File: src/rtl/pr_iso_pkg.sv
package pr_iso_pkg;

   typedef enum logic [1:0] {
      ST_RUN    = 2'd0,
      ST_DRAIN  = 2'd1,
      ST_FROZEN = 2'd2,
      ST_THAW   = 2'd3
   } iso_state_e;

   localparam int unsigned OFS_STATUS = 0;
   localparam int unsigned OFS_CTRL   = 4;
   localparam int unsigned OFS_ILL    = 8;
   localparam int unsigned OFS_VER    = 12;

   localparam int unsigned CB_FREEZE  = 0;
   localparam int unsigned CB_RESET   = 1;
   localparam int unsigned CB_THAW    = 2;

   localparam int unsigned SB_FRZ     = 0;
   localparam int unsigned SB_UNF     = 1;

endpackage

File: src/rtl/pr_iso_csr.sv
module pr_iso_csr
   import pr_iso_pkg::*;
#(
   parameter int unsigned ADDR_W  = 4,
   parameter int unsigned DATA_W  = 32,
   parameter logic [31:0] VERSION = 32'h0000_0002
) (
   input  logic              clk,
   input  logic              rst_n,
   input  logic [ADDR_W-1:0] addr,
   input  logic              wr,
   input  logic [DATA_W-1:0] wdata,
   output logic [DATA_W-1:0] rdata,
   input  logic              frz_done,
   input  logic              unf_done,
   input  logic              ill_set,
   output logic              ctrl_freeze,
   output logic              ctrl_reset,
   output logic              ctrl_thaw,
   output logic              ill_flag
);

   localparam logic [ADDR_W-1:0] A_STATUS = ADDR_W'(OFS_STATUS);
   localparam logic [ADDR_W-1:0] A_CTRL   = ADDR_W'(OFS_CTRL);
   localparam logic [ADDR_W-1:0] A_ILL    = ADDR_W'(OFS_ILL);
   localparam logic [ADDR_W-1:0] A_VER    = ADDR_W'(OFS_VER);

   initial begin
      assert (ADDR_W >= 4) else $error("address too narrow for map");
      assert (DATA_W >= 32) else $error("data port narrower than version word");
      assert (VERSION == 32'h0000_0002 || VERSION == 32'hAD00_0003)
         else $error("unsupported version constant");
   end

   logic [DATA_W-1:0] ctrl_q;
   logic              ill_q;
   logic              hit_ctrl;
   logic              hit_clr;

   assign hit_ctrl = wr && (addr == A_CTRL);
   assign hit_clr  = wr && (addr == A_ILL) && wdata[0];

   always_ff @(posedge clk or negedge rst_n) begin
      if (!rst_n) begin
         ctrl_q <= '0;
      end else if (hit_ctrl) begin
         ctrl_q <= wdata;
      end
   end

   // capture wins over a clear in the same cycle
   always_ff @(posedge clk or negedge rst_n) begin
      if (!rst_n) begin
         ill_q <= 1'b0;
      end else if (ill_set) begin
         ill_q <= 1'b1;
      end else if (hit_clr) begin
         ill_q <= 1'b0;
      end
   end

   always_comb begin
      rdata = '0;
      unique case (addr)
         A_STATUS: begin
            rdata[SB_FRZ] = frz_done;
            rdata[SB_UNF] = unf_done;
         end
         A_CTRL:  rdata = ctrl_q;
         A_ILL:   rdata[0] = ill_q;
         A_VER:   rdata = DATA_W'(VERSION);
         default: rdata = '0;
      endcase
   end

   assign ctrl_freeze = ctrl_q[CB_FREEZE];
   assign ctrl_reset  = ctrl_q[CB_RESET];
   assign ctrl_thaw   = ctrl_q[CB_THAW];
   assign ill_flag    = ill_q;

   AST_ILL_STICKY: assert property (@(posedge clk) disable iff (!rst_n)
      (ill_q && !hit_clr) |=> ill_q);

   AST_CAPTURE_WINS: assert property (@(posedge clk) disable iff (!rst_n)
      ill_set |=> ill_q);

endmodule

File: src/rtl/pr_iso_fsm.sv
module pr_iso_fsm
   import pr_iso_pkg::*;
#(
   parameter int unsigned OUTS_W      = 4,
   parameter int unsigned THAW_CYCLES = 4
) (
   input  logic clk,
   input  logic rst_n,
   input  logic req_freeze,
   input  logic req_thaw,
   input  logic issue,
   input  logic retire,
   output logic frz_done,
   output logic unf_done,
   output logic region_frozen,
   output logic block,
   output logic idle,
   output logic room
);

   localparam bit          HAS_THAW = (THAW_CYCLES != 0);
   localparam int unsigned CW       = (THAW_CYCLES > 1) ? $clog2(THAW_CYCLES) : 1;

   initial begin
      assert (OUTS_W >= 1) else $error("outstanding counter needs a bit");
   end

   iso_state_e        state_q, state_d;
   logic [OUTS_W-1:0] outs_q;
   logic              thaw_last;

   // outstanding-transaction tracker
   always_ff @(posedge clk or negedge rst_n) begin
      if (!rst_n) begin
         outs_q <= '0;
      end else begin
         outs_q <= outs_q + OUTS_W'(issue) - OUTS_W'(retire);
      end
   end

   assign idle = (outs_q == '0);
   assign room = (outs_q != '1);

   generate
      if (HAS_THAW) begin : g_thaw_cnt
         logic [CW-1:0] cnt_q;
         always_ff @(posedge clk or negedge rst_n) begin
            if (!rst_n) begin
               cnt_q <= '0;
            end else if (state_q == ST_FROZEN && req_thaw) begin
               cnt_q <= CW'(THAW_CYCLES - 1);
            end else if (state_q == ST_THAW && cnt_q != '0) begin
               cnt_q <= cnt_q - 1'b1;
            end
         end
         assign thaw_last = (cnt_q == '0);
      end else begin : g_thaw_none
         assign thaw_last = 1'b1;
      end
   endgenerate

   always_comb begin
      state_d = state_q;
      unique case (state_q)
         ST_RUN:    if (req_freeze) state_d = ST_DRAIN;
         ST_DRAIN: begin
            if (!req_freeze)  state_d = ST_RUN;
            else if (idle)    state_d = ST_FROZEN;
         end
         ST_FROZEN: if (req_thaw) state_d = HAS_THAW ? ST_THAW : ST_RUN;
         ST_THAW:   if (thaw_last) state_d = ST_RUN;
         default:   state_d = ST_RUN;
      endcase
   end

   always_ff @(posedge clk or negedge rst_n) begin
      if (!rst_n) begin
         state_q <= ST_RUN;
      end else begin
         state_q <= state_d;
      end
   end

   assign frz_done      = (state_q == ST_FROZEN);
   assign unf_done      = (state_q == ST_RUN);
   assign region_frozen = (state_q != ST_RUN);
   assign block         = region_frozen || req_freeze;

   AST_DONE_EXCL: assert property (@(posedge clk) disable iff (!rst_n)
      !(frz_done && unf_done));

   AST_FRZ_AFTER_DRAIN: assert property (@(posedge clk) disable iff (!rst_n)
      $rose(frz_done) |-> $past(outs_q) == '0);

   AST_FROZEN_EMPTY: assert property (@(posedge clk) disable iff (!rst_n)
      frz_done |-> idle);

endmodule

File: src/rtl/pr_iso_gate.sv
module pr_iso_gate (
   input  logic clk,
   input  logic rst_n,
   input  logic up_req,
   input  logic dn_gnt,
   input  logic dn_done,
   input  logic block,
   input  logic idle,
   input  logic room,
   output logic up_gnt,
   output logic up_done,
   output logic up_err,
   output logic dn_req,
   output logic issue,
   output logic ill_hit
);

   logic err_q;

   assign ill_hit = block && up_req && idle;
   assign dn_req  = up_req && !block && room;
   assign issue   = dn_req && dn_gnt;
   assign up_gnt  = block ? ill_hit : (dn_gnt && room);

   always_ff @(posedge clk or negedge rst_n) begin
      if (!rst_n) begin
         err_q <= 1'b0;
      end else begin
         err_q <= ill_hit;
      end
   end

   assign up_done = dn_done || err_q;
   assign up_err  = err_q;

   AST_ERR_HAS_CAUSE: assert property (@(posedge clk) disable iff (!rst_n)
      up_err |-> $past(up_gnt && up_req && !dn_req));

   AST_ERR_NOT_WITH_ACK: assert property (@(posedge clk) disable iff (!rst_n)
      up_err |-> !dn_done);

endmodule

File: src/rtl/pr_isolation_ctrl.sv
module pr_isolation_ctrl
   import pr_iso_pkg::*;
#(
   parameter int unsigned ADDR_W      = 4,
   parameter int unsigned DATA_W      = 32,
   parameter int unsigned OUTS_W      = 4,
   parameter int unsigned THAW_CYCLES = 4,
   parameter logic [31:0] VERSION     = 32'h0000_0002
) (
   input  logic              clk,
   input  logic              rst_n,
   input  logic [ADDR_W-1:0] csr_addr,
   input  logic              csr_wr,
   input  logic [DATA_W-1:0] csr_wdata,
   output logic [DATA_W-1:0] csr_rdata,
   input  logic              up_req,
   output logic              up_gnt,
   output logic              up_done,
   output logic              up_err,
   output logic              dn_req,
   input  logic              dn_gnt,
   input  logic              dn_done,
   output logic              rgn_freeze,
   output logic              rgn_rst
);

   logic frz_done, unf_done;
   logic c_freeze, c_reset, c_thaw, ill_flag;
   logic block, idle, room, issue, ill_hit;

   pr_iso_csr #(
      .ADDR_W (ADDR_W),
      .DATA_W (DATA_W),
      .VERSION(VERSION)
   ) i_csr (
      .clk        (clk),
      .rst_n      (rst_n),
      .addr       (csr_addr),
      .wr         (csr_wr),
      .wdata      (csr_wdata),
      .rdata      (csr_rdata),
      .frz_done   (frz_done),
      .unf_done   (unf_done),
      .ill_set    (ill_hit),
      .ctrl_freeze(c_freeze),
      .ctrl_reset (c_reset),
      .ctrl_thaw  (c_thaw),
      .ill_flag   (ill_flag)
   );

   pr_iso_fsm #(
      .OUTS_W     (OUTS_W),
      .THAW_CYCLES(THAW_CYCLES)
   ) i_fsm (
      .clk          (clk),
      .rst_n        (rst_n),
      .req_freeze   (c_freeze),
      .req_thaw     (c_thaw),
      .issue        (issue),
      .retire       (dn_done),
      .frz_done     (frz_done),
      .unf_done     (unf_done),
      .region_frozen(rgn_freeze),
      .block        (block),
      .idle         (idle),
      .room         (room)
   );

   pr_iso_gate i_gate (
      .clk    (clk),
      .rst_n  (rst_n),
      .up_req (up_req),
      .dn_gnt (dn_gnt),
      .dn_done(dn_done),
      .block  (block),
      .idle   (idle),
      .room   (room),
      .up_gnt (up_gnt),
      .up_done(up_done),
      .up_err (up_err),
      .dn_req (dn_req),
      .issue  (issue),
      .ill_hit(ill_hit)
   );

   assign rgn_rst = frz_done && c_reset;

   AST_RST_ONLY_FROZEN: assert property (@(posedge clk) disable iff (!rst_n)
      rgn_rst |-> frz_done);

   AST_NO_FWD_FROZEN: assert property (@(posedge clk) disable iff (!rst_n)
      rgn_freeze |-> !dn_req);

   AST_FLAG_AFTER_ERR: assert property (@(posedge clk) disable iff (!rst_n)
      up_err |-> ill_flag);

endmodule

File: config.mk
export PLATFORM = sky130hd
export DESIGN_NAME = pr_isolation_ctrl
export DESIGN_NICKNAME = d
export VERILOG_FILES = /design/src/rtl/pr_iso_pkg.sv /design/src/rtl/pr_iso_csr.sv /design/src/rtl/pr_iso_fsm.sv /design/src/rtl/pr_iso_gate.sv /design/src/rtl/pr_isolation_ctrl.sv
export SDC_FILE = /design/constraint.sdc
export NUM_CORES = 1
export LEC_CHECK = 0
export BUFFER_PORTS_ARGS = -buffer_cell sky130_fd_sc_hd__clkbuf_2
export CORE_MARGIN = 1
export CORE_UTILIZATION = 50
export DETAILED_ROUTE_END_ITERATION = 8
export PLACE_DENSITY = 0.8
export SYNTH_ARGS = -nofsm -noshare
export SYNTH_HDL_FRONTEND = slang
export SYNTH_HIERARCHICAL = 1
export SYNTH_SLANG_ARGS = --single-unit
File: constraint.sdc
create_clock -name clk -period 2.6 [get_ports clk]
set_input_delay 0.52 -clock clk [delete_from_list [all_inputs] [get_ports clk]]
set_output_delay 0.52 -clock clk [all_outputs]
set_load 0.02 [all_outputs]
* After elaboration in Yosys (flattened, before gate mapping)
Cells that the tools add are included.
** Storage, ports and cells
- Register bits :: 42
- Bits of input ports :: 42
- Output and inout port bits :: 38
- Logic and storage cells :: 58
** Cells by class
- Add/subtract/negate cells :: 3
- Equality and inequality tests :: 11
- Multiplexer cells :: 14
- Reductions and logical operators :: 24
** Operators with widths (number)
- 2-to-1 mux 30 bit :: 1
- 2-to-1 mux 2 bit :: 7
- logical AND 1 bit :: 12
- equality test 4 bit (second input constant) :: 2
- zero test 4 bit :: 2
- case mux 2 bit (4 select lines) :: 1
- nonzero test 2 bit :: 4
- case mux 1 bit (3 select lines) :: 2
- adder 4 x 1 -> 4 bit :: 1
- equality test 2 bit (second input constant) :: 2
- equality test 4 x 3 -> 1 bit (second input constant) :: 1
- zero test 2 bit :: 2
- inequality test 2 x 1 -> 1 bit (second input constant) :: 2
- inequality test 4 bit (second input constant) :: 1
- AND reduction 4 bit :: 1
- subtractor 4 x 1 -> 4 bit :: 1
- 2-to-1 mux 1 bit :: 3
- inequality test 3 x 2 -> 1 bit (second input constant) :: 1
- equality test 2 x 1 -> 1 bit (second input constant) :: 1
- logical OR 1 bit :: 2
- inequality test 2 bit (second input constant) :: 1
- subtractor 2 x 1 -> 2 bit (second input constant) :: 1
- zero test 1 bit :: 1

* Depth between registers and ports, before layout
- Depth in word-level cells :: 8
- Gate-level depth with buffers :: 8
- Gate-level depth less buffers :: 8

* Modules after synthesis
The synthesis kept the hierarchy.
** Modules (own cells, without submodules)
- pr_iso_csr :: times used 1, cells an instance 114, area each 1654.1 sq um, sequential area each 825.8 sq um
- pr_iso_fsm :: times used 1, cells an instance 53, area each 528.0 sq um, sequential area each 200.2 sq um
- pr_iso_gate :: times used 1, cells an instance 7, area each 65.1 sq um, sequential area each 25.0 sq um
- pr_isolation_ctrl :: times used 1, cells an instance 1, area each 6.3 sq um, sequential area each 0.0 sq um

* Worst setup path before layout
No wires, ideal clock.
- Path type :: reg2reg
- From :: register i_fsm.state_q[0]
- To :: register i_fsm.outs_q[2]
- Setup time :: 123 ps
- Arrival :: 1775 ps
- Data required time :: 2477 ps
- Path slack :: 702 ps
- Cell stages (with the launch flop) :: 8
- Buffers on the path :: 1
- Period minus slack after synthesis :: 1898 ps
- Cells stage by stage :: dfrtp_1 -> buf_4 -> or3_1 -> nor3b_1 -> ha_1 -> inv_1 -> fa_1 -> xnor2_1
** On the way
- Word-level cells in the longest chain between the ends :: 8
** RTL lines
- start: declaration :: line pr_iso_fsm.sv:28 : iso_state_e state_q, state_d;
- start signal: assignment :: line pr_iso_fsm.sv:80 : state_q <= state_d;
- nonzero test 2 bit :: line pr_iso_fsm.sv:86 : assign region_frozen = (state_q != ST_RUN);
- logical OR 1 bit :: line pr_iso_fsm.sv:87 : assign block = region_frozen || req_freeze;
- via block :: line pr_isolation_ctrl.sv:29 : logic block, idle, room, issue, ill_hit;
- zero test 1 bit :: line pr_iso_gate.sv:21 : assign dn_req = up_req && !block && room;
- logical AND 1 bit (2 in series) :: line pr_iso_gate.sv:21
- logical AND 1 bit :: line pr_iso_gate.sv:22 : assign issue = dn_req && dn_gnt;
- via issue :: line pr_isolation_ctrl.sv:29
- adder 4 x 1 -> 4 bit :: line pr_iso_fsm.sv:37 : outs_q <= outs_q + OUTS_W'(issue) - OUTS_W'(retire);
- subtractor 4 x 1 -> 4 bit :: line pr_iso_fsm.sv:37
- end signal: assignment :: line pr_iso_fsm.sv:37
- end: declaration :: line pr_iso_fsm.sv:29 : logic [OUTS_W-1:0] outs_q;
The timed path passes the listed nets, and every way through them passes these cells.
A chain may end at the register's enable or synchronous reset.

==> summary.txt <==
Yosys
  – Post-Syn Instances: 175
  – Mapped cell area: 2253 sq um
  – Synth top area share: 0.4664
  – Post-synth top cells: 42 x dfrtp_1, 31 x and2_1, 31 x mux2_4
  – Distinct cells, synth: 40
  – Synth Warn #: 6
  – Top-count cell post-synth: dfrtp_1
  – Post-synth EDFFs: 0
  – Yosys reg bits: 42
  – Synth Flop Type: dfrtp_1
  – Synth area leader: dfrtp_1
  – Sequential area share after synthesis: 0.4664
  – Ys async rst share: 1.000
  – Syn_area_per_cell: 12.88 sq um
  – Top cells by area, synth: dfrtp_1 47%, mux2_4 21%, and2_1 8.6%, ha_1 3.9%, inv_1 1.8%
  – Synthesized Nets: 225

Power and ir drop
  – P_int: 1.498 mW
  – Worst IR Drop VDD: 0.3965 mV
  – Psw: 636.1 uW
  – Flop pwr share: 0.449
  – Clock share of power: 0.233
  – Switching share of power: 0.2981
  – Combinational power share: 0.317
  – P_leak: 1.564 nW
  – Pwr dens: 763.4 nW/um^2

Detailed routing
  – Avg Vias per Cell: 4.854
  – DRT Pass-1 Iters: 4
  – Residual DRC count: 0
  – DR vias: 1500
  – Post-Route WL: 4223 microns
  – Drt wl/cell: 13.67 microns
  – Initial detailed-routing violation count: 87
  – Final antenna-violating net count: 0

Timing
  – RSZ-0062 raised after global routing: false
  – Final Skew: 0.01008 ns
  – Final min period: 2.253 ns
  – Rel. slew slack: 0.4679
  – Final Setup Violations: 0
  – Worst-margin pin slew: 0.7970 ns
  – Fin crit share: 0.8664
  – Setup TNS: 0 ns
  – Final hold violation count: 0
  – Max Slew Vio Count: 0
  – Fmax: 0.4439 GHz

Worst setup path
  – CP Class: reg -> out
  – Crit-path max FO: 9
  – Worst EP required: 2.08 ns
  – Worst setup SP type: flop
  – Crit path DAT: 1.73 ns
  – Crit end category: primary output

CTS
  – Clock tree from TritonCTS: done
  – TritonCTS Buffers: 5
  – Clk pin slew, worst setup/hold paths: 0.08 ns
  – Worst-Skew Late Latency: 0.29 ns
  – Post-CTS Setup Bufs: 0
  – Clock sink count: 42
  – Worst-case clock buffer depth: 2
  – H-tree levels: 2
  – Clock Root Buffer: clkbuf_8
  – Post_cts resized: 0
  – Hold buffer count at CTS: 0

Flow run
  – Max Cap Viol: 0

Cells and area
  – Layout cells sized above 1: 0.4942
  – Fill count: 349
  – Post-layout util: 0.6420
  – Final net count: 306
  – Area growth syn-to-layout: 24.04%
  – ANT cells: 0

Place
  – GPL Wtd Cong: 0.8275
  – Post-DP HPWL: 3099 microns
  – # port buffers: 79

Floorplanning
  – Die height: 69.13 microns
  – Initial Util: 0.5175
  – Width of the die: 69.13 microns
  – Core Rows: 24
  – Core ar.: 4354 sq um
  – IO Count: 80
  – Full die area: 4779 sq um

Hold path
  – Worst min-delay path category: in -> async

Global route
  – Vias in the first global route: 1555
  – Global Route Usage Sum: 0.1917
  – Pin count of the biggest net entering global routing: 33
  – First-pass GRT wire length: 7320 microns
  – GR Overflow Total: 0
  – Initial antenna violation count: 0

Outcome
  – Status: finished clean
logic make-up (layout without fill, tap and decap cells):
kind of cell / Yosys count / count (layout) / synth area share
AO/OA/AOI/OAI: 14 / 14 / 0.04276
XOR/XNOR: 2 / 2 / 0.007775
adder cells (fa/ha/maj): 8 / 8 / 0.04775
buffers and inverters: 18 / 100 / 0.04164
flip-flops: 42 / 42 / 0.4664
multiplexers: 34 / 34 / 0.2210
AND/OR/NAND/NOR: 57 / 57 / 0.1727
sequential cells by signal, summed over array words and instances (netlist names), named ones only:
register and cells:
i_fsm/g_thaw_cnt.cnt_q 2, i_csr/ill_flag 1, i_csr/ctrl_q 32, i_gate/up_err 1
i_fsm/state_q 1, i_fsm/outs_q 4
worst paths after layout:
kind	slack, ns	end	depth (start not counted)	start
hold / removal	0.17	i_fsm/g_thaw_cnt.cnt_q[0]$_DFFE_PN0P_	1	rst_n
min in group clk	0.45	i_csr/ctrl_q[31]$_DFFE_PN0P_	2	csr_wdata[31]
setup / recovery	0.35	up_gnt	4	flop
setup reg to reg	0.57	i_fsm/outs_q[2]$_DFF_PN0_	6	flop
hold reg to reg	0.50	i_csr/ill_flag$_DFFE_PN0P_	1	i_csr/ill_flag$_DFFE_PN0P_
max in group asynchronous	1.75	i_csr/ctrl_q[13]$_DFFE_PN0P_	2	rst_n
worst max-delay path, cell delays in order (launching register included):
cell,delay [ns]
dfrtp_1,0.47
or3_1,0.45
and3_1,0.21
o21bai_1,0.16
clkbuf_2,0.15
power groups by stage:
| stage | logic (mW) | clock network [mW] | registers (mW) |
|---|---|---|---|
| 2_1_floorplan | 0.535 | 0 | 0.921 |
| 3_3_place_gp | 0.644 | 0 | 0.964 |
| 3_5_place_dp | 0.674 | 0 | 0.967 |
| 4_1_cts | 0.684 | 0.507 | 0.959 |
| 5_1_grt | 0.767 | 0.537 | 0.991 |
| 6_report | 0.677 | 0.498 | 0.959 |
area by class of cell:
type,instances,area (sq um),share of cell area
inverter,11,41.29,0.01477
timing repair buffer,81,422.9,0.1513
clock buffer,7,76.32,0.02731
multi-input combinational,115,1109,0.3966
tap,52,65.06,0.02328
clock inverter,1,30.03,0.01074
sequential,42,1051,0.3760
per-stage QoR:
| stage | total power [mW] | setup slack [ns] | cells | area [sq um] | hold slack (ns) |
|---|---|---|---|---|---|
| global route | 2.296 | 0.2615 | 309 | 2795 | 0.1909 |
| floorplan | 1.456 | 0.7022 | 175 | 2253 | 0.2244 |
| CTS | 2.151 | 0.3489 | 309 | 2795 | 0.1786 |
| finish | 2.134 | 0.3474 | 309 | 2795 | 0.1660 |
| global placement | 1.608 | 0.4064 | 301 | 2689 | 0.4666 |
| detailed placement | 1.641 | 0.4201 | 301 | 2689 | 0.4774 |
layout by cell type (no fill, tap or decap), drive strengths merged:
cell / count
xor2: 1
nor2: 5
and3b: 1
mux2: 33
xnor2: 1
mux2i: 1
a21oi: 3
o21bai: 1
o211ai: 1
nor3b: 1
nand2: 5
nor2b: 3
nand3: 1
fa: 1
and2: 31
nand4b: 1
nor3: 1
nor4b: 1
bufinv: 1
inv: 11
dfrtp: 42
clkbuf: 86
a22o: 1
and4bb: 1
nand4: 1
o21a: 1
or3: 1
a21boi: 1
buf: 2
and3: 2
a21o: 2
nand2b: 1
ha: 7
a2bb2oi: 1
o21ai: 3
or2: 1
routing by layer:
| layer | wire (microns) | track usage | up-vias |
|---|---|---|---|
| met3 | 190 | 0.03655 | 5 |
| met5 | 0 | 0 | - |
| met1 | 2073 | 0.2786 | 700 |
| met4 | 42 | 0.05442 | 0 |
| li1 | - | - | 745 |
| met2 | 1916 | 0.2934 | 50 |
(Power assumes the default switching activity.)
